[src/rtl/coh_dir_pkg.sv]
package coh_dir_pkg;

  typedef enum logic [1:0] {
    DIR_UNC = 2'd0,
    DIR_SH  = 2'd1,
    DIR_EX  = 2'd2
  } dir_state_e;

  typedef enum logic [1:0] {
    RQ_READ  = 2'd0,
    RQ_WRITE = 2'd1,
    RQ_WBACK = 2'd2,
    RQ_NOP   = 2'd3
  } req_kind_e;

  typedef enum logic [2:0] {
    MSG_DATA  = 3'd0,
    MSG_INV   = 3'd1,
    MSG_FETCH = 3'd2,
    MSG_FINV  = 3'd3,
    MSG_RETRY = 3'd4
  } msg_type_e;

endpackage

[src/rtl/coh_dir_table.sv]
module coh_dir_table
  import coh_dir_pkg::*;
#(
  parameter int NODES  = 4,
  parameter int BLOCKS = 8,
  parameter int DW     = 16,
  localparam int NW = (NODES > 1) ? $clog2(NODES) : 1,
  localparam int AW = (BLOCKS > 1) ? $clog2(BLOCKS) : 1
) (
  input  logic             clk,
  input  logic             rst_n,
  input  logic [AW-1:0]    addr,
  output dir_state_e       e_state,
  output logic [NODES-1:0] e_sh,
  output logic [DW-1:0]    e_data,
  output logic             e_busy,
  output logic [NW-1:0]    e_preq,
  output logic             e_pwr,
  input  logic             wr_en,
  input  dir_state_e       n_state,
  input  logic [NODES-1:0] n_sh,
  input  logic             n_busy,
  input  logic [NW-1:0]    n_preq,
  input  logic             n_pwr,
  input  logic             mem_we,
  input  logic [DW-1:0]    mem_wd
);

  dir_state_e       st_q   [BLOCKS];
  logic [NODES-1:0] sh_q   [BLOCKS];
  logic [DW-1:0]    mem_q  [BLOCKS];
  logic             busy_q [BLOCKS];
  logic [NW-1:0]    preq_q [BLOCKS];
  logic             pwr_q  [BLOCKS];

  assign e_state = st_q[addr];
  assign e_sh    = sh_q[addr];
  assign e_data  = mem_q[addr];
  assign e_busy  = busy_q[addr];
  assign e_preq  = preq_q[addr];
  assign e_pwr   = pwr_q[addr];

  always_ff @(posedge clk or negedge rst_n) begin
    if (!rst_n) begin
      for (int i = 0; i < BLOCKS; i++) begin
        st_q[i]   <= DIR_UNC;
        sh_q[i]   <= '0;
        mem_q[i]  <= DW'(3 * i + 1);
        busy_q[i] <= 1'b0;
        preq_q[i] <= '0;
        pwr_q[i]  <= 1'b0;
      end
    end else begin
      if (wr_en) begin
        st_q[addr]   <= n_state;
        sh_q[addr]   <= n_sh;
        busy_q[addr] <= n_busy;
        preq_q[addr] <= n_preq;
        pwr_q[addr]  <= n_pwr;
      end
      if (mem_we) mem_q[addr] <= mem_wd;
    end
  end

  for (genvar b = 0; b < BLOCKS; b++) begin : g_inv

    ex_single_owner_chk: assert property (@(posedge clk) disable iff (!rst_n)
      (st_q[b] == DIR_EX) |-> $onehot(sh_q[b]));

    unc_no_sharer_chk: assert property (@(posedge clk) disable iff (!rst_n)
      (st_q[b] == DIR_UNC) |-> (sh_q[b] == '0));

    sh_has_sharer_chk: assert property (@(posedge clk) disable iff (!rst_n)
      (st_q[b] == DIR_SH) |-> (sh_q[b] != '0));

    busy_only_ex_chk: assert property (@(posedge clk) disable iff (!rst_n)
      busy_q[b] |-> (st_q[b] == DIR_EX));
  end

endmodule

[src/rtl/coh_dir_sender.sv]
module coh_dir_sender
  import coh_dir_pkg::*;
#(
  parameter int NODES  = 4,
  parameter int BLOCKS = 8,
  parameter int DW     = 16,
  localparam int NW = (NODES > 1) ? $clog2(NODES) : 1,
  localparam int AW = (BLOCKS > 1) ? $clog2(BLOCKS) : 1
) (
  input  logic             clk,
  input  logic             rst_n,
  input  logic             load,
  input  logic [NODES-1:0] ld_inv,
  input  logic [AW-1:0]    ld_addr,
  input  msg_type_e        ld_type,
  input  logic [NW-1:0]    ld_dst,
  input  logic [DW-1:0]    ld_data,
  output logic             busy,
  output logic             msg_valid,
  input  logic             msg_ready,
  output logic [2:0]       msg_type,
  output logic [NW-1:0]    msg_dst,
  output logic [AW-1:0]    msg_addr,
  output logic [DW-1:0]    msg_data
);

  logic [NODES-1:0] inv_q;
  logic             fin_q;
  msg_type_e        type_q;
  logic [NW-1:0]    dst_q;
  logic [DW-1:0]    data_q;
  logic [AW-1:0]    addr_q;
  logic [NW-1:0]    lo_idx;
  logic             inv_pend;

  always_comb begin
    lo_idx = '0;
    for (int i = NODES - 1; i >= 0; i--) if (inv_q[i]) lo_idx = NW'(i);
  end

  assign inv_pend  = |inv_q;
  assign msg_valid = inv_pend | fin_q;
  assign busy      = msg_valid;
  assign msg_type  = inv_pend ? MSG_INV : type_q;
  assign msg_dst   = inv_pend ? lo_idx : dst_q;
  assign msg_addr  = addr_q;
  assign msg_data  = inv_pend ? '0 : data_q;

  always_ff @(posedge clk or negedge rst_n) begin
    if (!rst_n) begin
      inv_q  <= '0;
      fin_q  <= 1'b0;
      type_q <= MSG_DATA;
      dst_q  <= '0;
      data_q <= '0;
      addr_q <= '0;
    end else if (load) begin
      inv_q  <= ld_inv;
      fin_q  <= 1'b1;
      type_q <= ld_type;
      dst_q  <= ld_dst;
      data_q <= ld_data;
      addr_q <= ld_addr;
    end else if (msg_valid && msg_ready) begin
      if (inv_pend) inv_q <= inv_q & (inv_q - 1'b1);
      else          fin_q <= 1'b0;
    end
  end


  msg_hold_chk: assert property (@(posedge clk) disable iff (!rst_n)
    (msg_valid && !msg_ready) |=> (msg_valid && $stable(msg_type) && $stable(msg_dst)
                                   && $stable(msg_addr) && $stable(msg_data)));

  final_last_chk: assert property (@(posedge clk) disable iff (!rst_n)
    (msg_valid && msg_ready && msg_type != MSG_INV) |=> !msg_valid);

  no_load_while_busy_chk: assert property (@(posedge clk) disable iff (!rst_n)
    load |-> !msg_valid);

endmodule

[src/rtl/coh_dir_home.sv]
module coh_dir_home
  import coh_dir_pkg::*;
#(
  parameter int NODES  = 4,
  parameter int BLOCKS = 8,
  parameter int DW     = 16,
  localparam int NW = (NODES > 1) ? $clog2(NODES) : 1,
  localparam int AW = (BLOCKS > 1) ? $clog2(BLOCKS) : 1
) (
  input  logic          clk,
  input  logic          rst_n,
  input  logic          req_valid,
  output logic          req_ready,
  input  logic [1:0]    req_kind,
  input  logic [NW-1:0] req_src,
  input  logic [AW-1:0] req_addr,
  input  logic [DW-1:0] req_data,
  input  logic          rsp_valid,
  output logic          rsp_ready,
  input  logic [AW-1:0] rsp_addr,
  input  logic [DW-1:0] rsp_data,
  output logic          msg_valid,
  input  logic          msg_ready,
  output logic [2:0]    msg_type,
  output logic [NW-1:0] msg_dst,
  output logic [AW-1:0] msg_addr,
  output logic [DW-1:0] msg_data
);

  logic             snd_busy, take_rsp, take_req;
  logic [AW-1:0]    sel_addr;
  dir_state_e       e_state, n_state;
  logic [NODES-1:0] e_sh, n_sh, me, pend_bit;
  logic [DW-1:0]    e_data, mem_wd, f_data;
  logic             e_busy, n_busy, e_pwr, n_pwr, wr_en, mem_we, ld;
  logic [NW-1:0]    e_preq, n_preq, owner, f_dst;
  logic [NODES-1:0] ld_inv;
  msg_type_e        f_type;

  assign rsp_ready = !snd_busy;
  assign req_ready = !snd_busy && !rsp_valid;
  assign take_rsp  = rsp_valid && rsp_ready;
  assign take_req  = req_valid && req_ready;
  assign sel_addr  = rsp_valid ? rsp_addr : req_addr;

  always_comb begin
    me = '0;
    me[req_src] = 1'b1;
    pend_bit = '0;
    pend_bit[e_preq] = 1'b1;
    owner = '0;
    for (int i = NODES - 1; i >= 0; i--) if (e_sh[i]) owner = NW'(i);
  end

  always_comb begin
    wr_en = 1'b0; mem_we = 1'b0; mem_wd = req_data; ld = 1'b0; ld_inv = '0;
    n_state = e_state; n_sh = e_sh; n_busy = e_busy; n_preq = e_preq; n_pwr = e_pwr;
    f_type = MSG_DATA; f_dst = req_src; f_data = e_data;
    if (take_rsp) begin
      if (e_busy) begin
        wr_en = 1'b1; mem_we = 1'b1; mem_wd = rsp_data; n_busy = 1'b0;
        ld = 1'b1; f_dst = e_preq; f_data = rsp_data;
        if (e_pwr) begin n_state = DIR_EX; n_sh = pend_bit; end
        else       begin n_state = DIR_SH; n_sh = e_sh | pend_bit; end
      end
    end else if (take_req) begin
      if (e_busy) begin
        ld = 1'b1; f_type = MSG_RETRY; f_data = '0;
      end else begin
        case (req_kind_e'(req_kind))
          RQ_READ, RQ_WRITE: begin
            wr_en = 1'b1; ld = 1'b1;
            if (e_state == DIR_EX) begin
              n_busy = 1'b1; n_preq = req_src; n_pwr = (req_kind == RQ_WRITE);
              f_type = (req_kind == RQ_WRITE) ? MSG_FINV : MSG_FETCH;
              f_dst = owner; f_data = '0;
            end else if (req_kind == RQ_READ) begin
              n_state = DIR_SH;
              n_sh = ((e_state == DIR_SH) ? e_sh : '0) | me;
            end else begin
              ld_inv = (e_state == DIR_SH) ? (e_sh & ~me) : '0;
              n_state = DIR_EX; n_sh = me;
            end
          end
          RQ_WBACK: begin
            if (e_state == DIR_EX && e_sh == me) begin
              wr_en = 1'b1; mem_we = 1'b1; n_state = DIR_UNC; n_sh = '0;
            end
          end
          default: ;
        endcase
      end
    end
  end

  coh_dir_table #(.NODES(NODES), .BLOCKS(BLOCKS), .DW(DW)) u_table (
    .clk(clk), .rst_n(rst_n), .addr(sel_addr),
    .e_state(e_state), .e_sh(e_sh), .e_data(e_data), .e_busy(e_busy),
    .e_preq(e_preq), .e_pwr(e_pwr),
    .wr_en(wr_en), .n_state(n_state), .n_sh(n_sh), .n_busy(n_busy),
    .n_preq(n_preq), .n_pwr(n_pwr), .mem_we(mem_we), .mem_wd(mem_wd)
  );

  coh_dir_sender #(.NODES(NODES), .BLOCKS(BLOCKS), .DW(DW)) u_sender (
    .clk(clk), .rst_n(rst_n), .load(ld), .ld_inv(ld_inv), .ld_addr(sel_addr),
    .ld_type(f_type), .ld_dst(f_dst), .ld_data(f_data), .busy(snd_busy),
    .msg_valid(msg_valid), .msg_ready(msg_ready), .msg_type(msg_type),
    .msg_dst(msg_dst), .msg_addr(msg_addr), .msg_data(msg_data)
  );


  retry_to_requester_chk: assert property (@(posedge clk) disable iff (!rst_n)
    (take_req && e_busy) |=> (msg_valid && msg_type == MSG_RETRY && msg_dst == $past(req_src)));

  no_self_invalidate_chk: assert property (@(posedge clk) disable iff (!rst_n)
    (take_req && !e_busy && req_kind == RQ_WRITE && e_state == DIR_SH)
      |=> !(msg_valid && msg_type == MSG_INV && msg_dst == $past(req_src)));

  rsp_forward_chk: assert property (@(posedge clk) disable iff (!rst_n)
    (take_rsp && e_busy) |=> (msg_valid && msg_type == MSG_DATA && msg_data == $past(rsp_data)));

endmodule

[config.mk]
export PLATFORM = sky130hd
export DESIGN_NAME = coh_dir_home
export DESIGN_NICKNAME = d
export VERILOG_FILES = /design/src/rtl/coh_dir_pkg.sv /design/src/rtl/coh_dir_table.sv /design/src/rtl/coh_dir_sender.sv /design/src/rtl/coh_dir_home.sv
export SDC_FILE = /design/constraint.sdc
export NUM_CORES = 1
export LEC_CHECK = 0
export ABC_AREA = 1
export BUFFER_PORTS_ARGS = -buffer_cell sky130_fd_sc_hd__buf_2
export CAP_MARGIN = 10
export CORE_AREA = 10 10 174 176
export CTS_CLUSTER_DIAMETER = 150
export CTS_CLUSTER_SIZE = 25
export DETAILED_ROUTE_END_ITERATION = 7
export DIE_AREA = 0 0 184 186
export PLACE_DENSITY = 0.64
export SYNTH_ARGS = -nofsm -noshare
export SYNTH_HDL_FRONTEND = slang
export SYNTH_SLANG_ARGS = --single-unit
[constraint.sdc]
create_clock -name clk -period 4.2 [get_ports clk]
set_input_delay 0.63 -clock clk [delete_from_list [all_inputs] [get_ports clk]]
set_output_delay 0.63 -clock clk [all_outputs]
set_load 0.02 [all_outputs]
==> impl_metrics.ini, run 1 <==
[outcome]
status = finished clean

[detailed_routing]
top_layer_used = met4
num_vias = 9787
drt-met1-wl_um = 15200
met3_length_um = 1670
drt_wl_total_um = 32900
avgRoutedWirePerCell_um = 17.9
drt-initial-drc-count = 811
drc_errors = 0
drtAntennaViolNets = 0
detail_route.first_pass.iterations = 6
vias_per_cell = 5.33
wl_met2_um = 15300

[cts]
cts_root_buf = clkbuf_16
clock_latency_ns = 0.50
cts_made_buffers = 13
cts_tree = done
postCtsSetupRepairBufs = 0
ctsHoldBuffers = 0
clk_path_buf_depth = 3
cts_sinks = 237
cts_resized = 0
clk_pin_slew_ns = 0.10
cts_max_level = 1

[synth]
synth.distinct_cells = 42
synth-async-reset-ratio_pct = 100
synth_cells = 1437
synth_top_area_share_pct = 47.4
syn_nets = 1488
yosys.area.top_type = dfrtp_1
ys_top_cells_by_count = nand2_1, dfrtp_1, o21ai_1, inv_1, o21ai_0
synth_seq_cells = 237
yosys_warnings = 0
synth_area_mm2 = 0.0116
yosys-top-cells-area = dfrtp_1, nand2_1, o21ai_1
yosysMostFrequentCell = nand2_1
syn_area_per_cell_um2 = 8.09
dominantRegCellSynth = dfrtp_1
seq_area_frac_synth_pct = 51.2
synth_edf_count = 0

[floorplanning]
core-area_mm2 = 0.0267
initial_core_util_pct = 43.5
ios = 74
fp.dieH_um = 186
row_count = 60
dieWidth_um = 184
die_area_mm2 = 0.0342

[power_and_ir_drop]
leakage_nw = 6.46
p_per_area_mw_per_mm2 = 573
power.total_w = 0.00722
ir_drop_v = 0.000305

[final_layout]
nets = 1539
final_cell_area_mm2 = 0.0126
area_growth_pct = 8.58
fin_util_pct = 47.2
n_antenna_cell = 0
drive_above_1_share_pct = 14.0

[critical_path]
crit_path_end_kind = flop
arrival_ns = 3.59
crit_start = rsp_valid
critical_path_class = input pin to flop
regToRegEndpoint = u_table.busy_q[1]$_DFFE_PN0P_
rr_startpoint = u_sender.inv_q[0]$_DFFE_PN0P_
reg2reg_depth = 13
critPathMaxFanout = 32
reg2reg_slack_ns = 1.29
worstSetupStartpointType = input pin
crit_required_ns = 4.59

[timing]
fin_setup_tns_ns = 0
worst_slew_pin_slew_ns = 0.826
fin_crit_sh_pct = 76.3
maxSlewHeadroom_pct = 44.9
fin_crit_ns = 3.21
setup_violations = 0
hold_viol_final = 0
max_freq_mhz = 312
skew_ns = 0.0397
rsz0062_at_grt = false
drv_slew = 0

[grt]
grt_overflow = 0
grt_max_degree = 105
grt_pass1_wl_um = 53100
grt_antenna_before_repair = 0
grt_pass1_vias = 9469
gr-usage-all-layers_pct = 19.4

[hold_path]
hp-class = input pin to asynchronous set/reset pin

[placed_design]
place_area_mm2 = 0.0122
gp_congestion = 0.879
port_buffers = 73
dpl.hpwl_um = 22300

[job]
max_cap_violations = 0
per-layer routing:
| layer | global-route usage, % | vias to the layer above |
|---|---|---|
| met5 | 0 | - |
| met1 | 26.7 | 4748 |
| met3 | 2.22 | 43 |
| met2 | 31.6 | 288 |
| li1 | - | 4708 |
| met4 | 5.15 | 0 |
kinds of logic (layout without fill, tap and decap cells):
family                     after synthesis  count (layout)  share of synthesized area, %
and+or+nand+nor                        740             740                          27.6
AOI/OAI and AO/OA                      281             281                          13.7
DFF                                    237             237                          51.2
buffers and inverters                  175             232                          7.09
adders and majority gates                4               4                         0.431
flip-flops by register name, indices dropped and copies added, names as in the netlist:
register	count
u_table.st_q	16
u_table.pwr_q	8
u_table.preq_q	16
u_table.busy_q	8
u_table.sh_q	32
u_sender.fin_q	1
u_sender.type_q	3
u_sender.msg_addr	3
u_sender.data_q	16
u_sender.inv_q	4
u_sender.dst_q	2
u_table.mem_q	128
power breakdown:
group	switching [W]	internal, W
logic	0.00151	0.000752
clock network	0.000765	0.000594
registers	0.000450	0.00316
total	0.00272	0.00450
layout by cell type, fill, tap and decap left out, types with 4 or more instances in the layout:
master     netlist  final
o21ai_1        118    118
a21oi_1         13     13
clkbuf_1         9      7
nand4_1         16     16
inv_2           20     20
dfstp_2         17     17
inv_1           88     88
nand2_1        590    590
nor2_4           4      4
o21ai_2          4      4
nor2_2           5      7
nor2_8           7      7
ha_1             4      4
a22oi_1         47     47
clkbuf_16        0     13
o21ai_0         84     84
a221oi_1         9      9
nor2_1          47     45
nand2_4          8      8
buf_2           38     72
dfrtp_1        220    220
buf_4            3     25
nand3_1         32     32
nand2_2         19     19
worst max-delay path by stage:
| stage | end | slack (ns) | cells after the start |
|---|---|---|---|
| 4_1_cts | u_table.mem_q[85]$_DFFE_PN0P_ | 1.01 | 20 |
| 5_1_grt | u_table.mem_q[50]$_DFFE_PN1P_ | 0.72 | 20 |
| 6_report | u_table.mem_q[85]$_DFFE_PN0P_ | 0.99 | 20 |
| 3_3_place_gp | u_table.st_q[13]$_DFFE_PN0P_ | 0.59 | 21 |
| 2_1_floorplan | u_table.preq_q[1]$_DFFE_PN0P_ | 0.96 | 22 |
| 3_5_place_dp | u_table.mem_q[51]$_DFFE_PN1P_ | 0.55 | 20 |
cell type report:
cell class                      count  area, µm²
Clock inverter                      1       16.3
Clock buffer                       20        352
Timing Repair Buffer               99        583
Inverter                          112        438
Fill cell                        2650      14100
Sequential cell                   237       5950
Tap cell                          341        427
Multi-Input combinational cell   1025       4850
worst max-delay path, cell delays in order:
cell and delay [ns]:
buf_2 0.19, inv_6 0.07, nand2_2 0.07, nand2_2 0.16, nor2_4 0.18, nand2_4 0.10
inv_2 0.40, nand2_1 0.11, nand2_1 0.11, nor2_1 0.04, nand2_1 0.14, ha_1 0.26
nand4_1 0.09, nand3b_2 0.13, nand3b_4 0.14, nand2_2 0.11, nand2_1 0.09, buf_4 0.36
nand2_1 0.10, o21ai_1 0.10
stage by stage:
| step | setup slack [ns] | hold slack (ns) | std cells |
|---|---|---|---|
| 6_report | 0.994 | 0.153 | 1835 |
| 4_1_cts | 1.01 | 0.205 | 1835 |
| 2_1_floorplan | 0.961 | 0.334 | 1437 |
| 3_3_place_gp | 0.588 | 0.460 | 1814 |
| 3_5_place_dp | 0.549 | 0.464 | 1814 |
| 5_1_grt | 0.724 | 0.221 | 1835 |
No activity file was read; power rests on OpenSTA's default activity.
==> run 2, diff against run 1 <==
--- a/config.mk
+++ b/config.mk
@@ -13,7 +13,7 @@
 export CTS_CLUSTER_SIZE = 25
 export DETAILED_ROUTE_END_ITERATION = 7
 export DIE_AREA = 0 0 184 186
-export PLACE_DENSITY = 0.64
+export PLACE_DENSITY = 0.67
 export SYNTH_ARGS = -nofsm -noshare
 export SYNTH_HDL_FRONTEND = slang
 export SYNTH_SLANG_ARGS = --single-unit
==> constraint.sdc (replaced) <==
create_clock -name clk -period 2.7 [get_ports clk]
set_input_delay 0.405 -clock clk [delete_from_list [all_inputs] [get_ports clk]]
set_output_delay 0.405 -clock clk [all_outputs]
set_load 0.02 [all_outputs]
==> run 2 against run 1 <==
Effect of this change: sequential share of layout area down 3.1 points; power up 58%; register-to-register slack worse by 1.1 ns; clock power up 52%; sequential power up 54%; clock skew down 0.014 ns; critical endpoint is now u_table.mem_q[74]$_DFFE_PN0P_; highest routed layer unchanged.
==> impl_metrics.ini, run 2 (same netlist as run 1, synthesis figures left out) <==
[grt]
grt_overflow = 0
grt_pass1_wl_um = 51000
grt_max_degree = 66
grt_antenna_before_repair = 0
grt_pass1_vias = 9369
gr-usage-all-layers_pct = 18.4

[critical_path]
crit_required_ns = 3.05
worstSetupStartpointType = input pin
crit_chain = buf_4 > nand2_1 > nand2_4 > nand2_1 > nor2_2 > buf_4 > nand2_1 > nand2_1 > nor2_2 > nand2_2 > ha_1 > nand4_1 > nand3b_4 > nand3b_4 > nand2_8 > nand2_1 > buf_12 > nand2_1 > o21ai_0
critPathBufInv = 3
crit_top_cell = nand2_1
critPathMaxFanout = 32
crit_family = simple AND/OR/NAND/NOR gates
crit_path_end_kind = flop
arrival_ns = 2.94
slowest_stage = ha_1
critical_path_class = input pin to flop
critPathMaxStageDelay_ns = 0.31

[detailed_routing]
avgRoutedWirePerCell_um = 16.5
drtAntennaViolNets = 0
num_vias = 9910
drt-initial-drc-count = 830
vias_per_cell = 5.21
drt_wl_total_um = 31300
drc_errors = 0
detail_route.first_pass.iterations = 5

[final_layout]
n_antenna_cell = 0
reg.largest.list = u_table.mem_q x128, u_table.sh_q x32
largest_register_ffs = 128
nFillCells = 2516
nets = 1607
final_cell_area_mm2 = 0.0135
fin_util_pct = 50.5
ff_latch_area_mm2 = 0.00595
multiInputGateArea_mm2 = 0.00501
layout_commonest_cell = nand2_1
drive_above_1_share_pct = 18.8
layout_common_cells = nand2_1, dfrtp_1, o21ai_1
area_growth_pct = 16.1
top_register = u_table.mem_q
instances_no_fill = 1903

[power_and_ir_drop]
power.total_w = 0.0114
leakage_nw = 6.97
p_per_area_mw_per_mm2 = 844
ir_drop_v = 0.000330

[timing]
max_freq_mhz = 387
setup_violations = 0
fin_crit_ns = 2.58
worst_slew_pin_slew_ns = 0.559
fin_crit_sh_pct = 95.7
hold_viol_final = 0
maxSlewHeadroom_pct = 62.8
drv_slew = 0
skew_ns = 0.0253
fin_setup_tns_ns = 0

[cts]
clk_path_buf_depth = 3
clk_pin_slew_ns = 0.10
cts_sinks = 237
cts_tree = done
cts_root_buf = clkbuf_16
cts_max_level = 1
cts_made_buffers = 13
clock_latency_ns = 0.48

[floorplanning]
fp.dieH_um = 186
dieWidth_um = 184
ios = 74
row_count = 60
initial_core_util_pct = 43.5
die_area_mm2 = 0.0342
core-area_mm2 = 0.0267

[placed_design]
place_area_mm2 = 0.0131
gp_congestion = 0.907
placedCellCount = 1880
port_buffers = 73
dpl.hpwl_um = 22200

[job]
max_cap_violations = 0

[hold_path]
hp-class = input pin to flop

[outcome]
status = finished clean
run 2: changes by cell type in the layout (fill, tap and decap cells not counted), sizes merged:
cell,delta
buf,+67
dlygate4sd3,+1
run 2: stage by stage:
stage / hold slack, ns / worst slack (ns)
detailed placement: 0.398 / -0.547
floorplan: 0.109 / -0.170
global route: 0.274 / -0.0137
CTS: 0.216 / 0.0318
global placement: 0.391 / -0.470
finish: 0.224 / 0.116
run 2: layer usage:
layer / vias up / global-route usage (%) / wire (µm)
met4: 0 / 3.74 / 390
li1: 4861 / - / -
met3: 22 / 2.57 / 1970
met1: 4729 / 26.9 / 15100
met5: - / 0 / 0
met2: 298 / 28.4 / 13900
run 2: timing repair:
item	in CTS	in global routing
pin swaps	2	1
endpoints found under the setup margin	5	195
endpoints found under the hold margin	53	0
hold buffers	1	0
buffers inserted	0	1
resized for setup	3	9
run 2: area by class of cell:
| cell class | count | share of cell area (%) |
|---|---|---|
| timing repair buffer | 167 | 9.53 |
| sequential | 237 | 44.1 |
| clock inverter | 1 | 0.121 |
| multi-input combinational | 1025 | 37.2 |
| inverter | 112 | 3.31 |
| tap | 341 | 3.16 |
| clock buffer | 20 | 2.61 |
run 2: power by group:
group | total, W | internal [W] | switching (W)
sequential | 0.00557 | 0.00491 | 0.000664
combinational | 0.00375 | 0.00140 | 0.00234
clock | 0.00207 | 0.000922 | 0.00114
total | 0.0114 | 0.00724 | 0.00415
run 2: tightest hold or removal path: stages:
cell	delay, ns
buf_2	0.10
inv_1	0.06
nand2_1	0.05
o21ai_0	0.06
run 2: path summary, 6_finish.rpt:
path,start,endpoint,slack (ns),cells past startpoint
min in group asynchronous,rst_n,u_table.busy_q[2]$_DFFE_PN0P_,0.45,2
worst min register to register,u_table.mem_q[1]$_DFFE_PN1P_,u_table.mem_q[1]$_DFFE_PN1P_,0.48,2
worst max register to register,u_table.sh_q[21]$_DFFE_PN0P_,u_table.mem_q[74]$_DFFE_PN0P_,0.22,13
worst min-delay path,msg_ready,u_sender.inv_q[0]$_DFFE_PN0P_,0.22,4
max in group asynchronous,rst_n,u_sender.inv_q[1]$_DFFE_PN0P_,1.44,3
worst max-delay path,rsp_valid,u_table.mem_q[74]$_DFFE_PN0P_,0.12,19
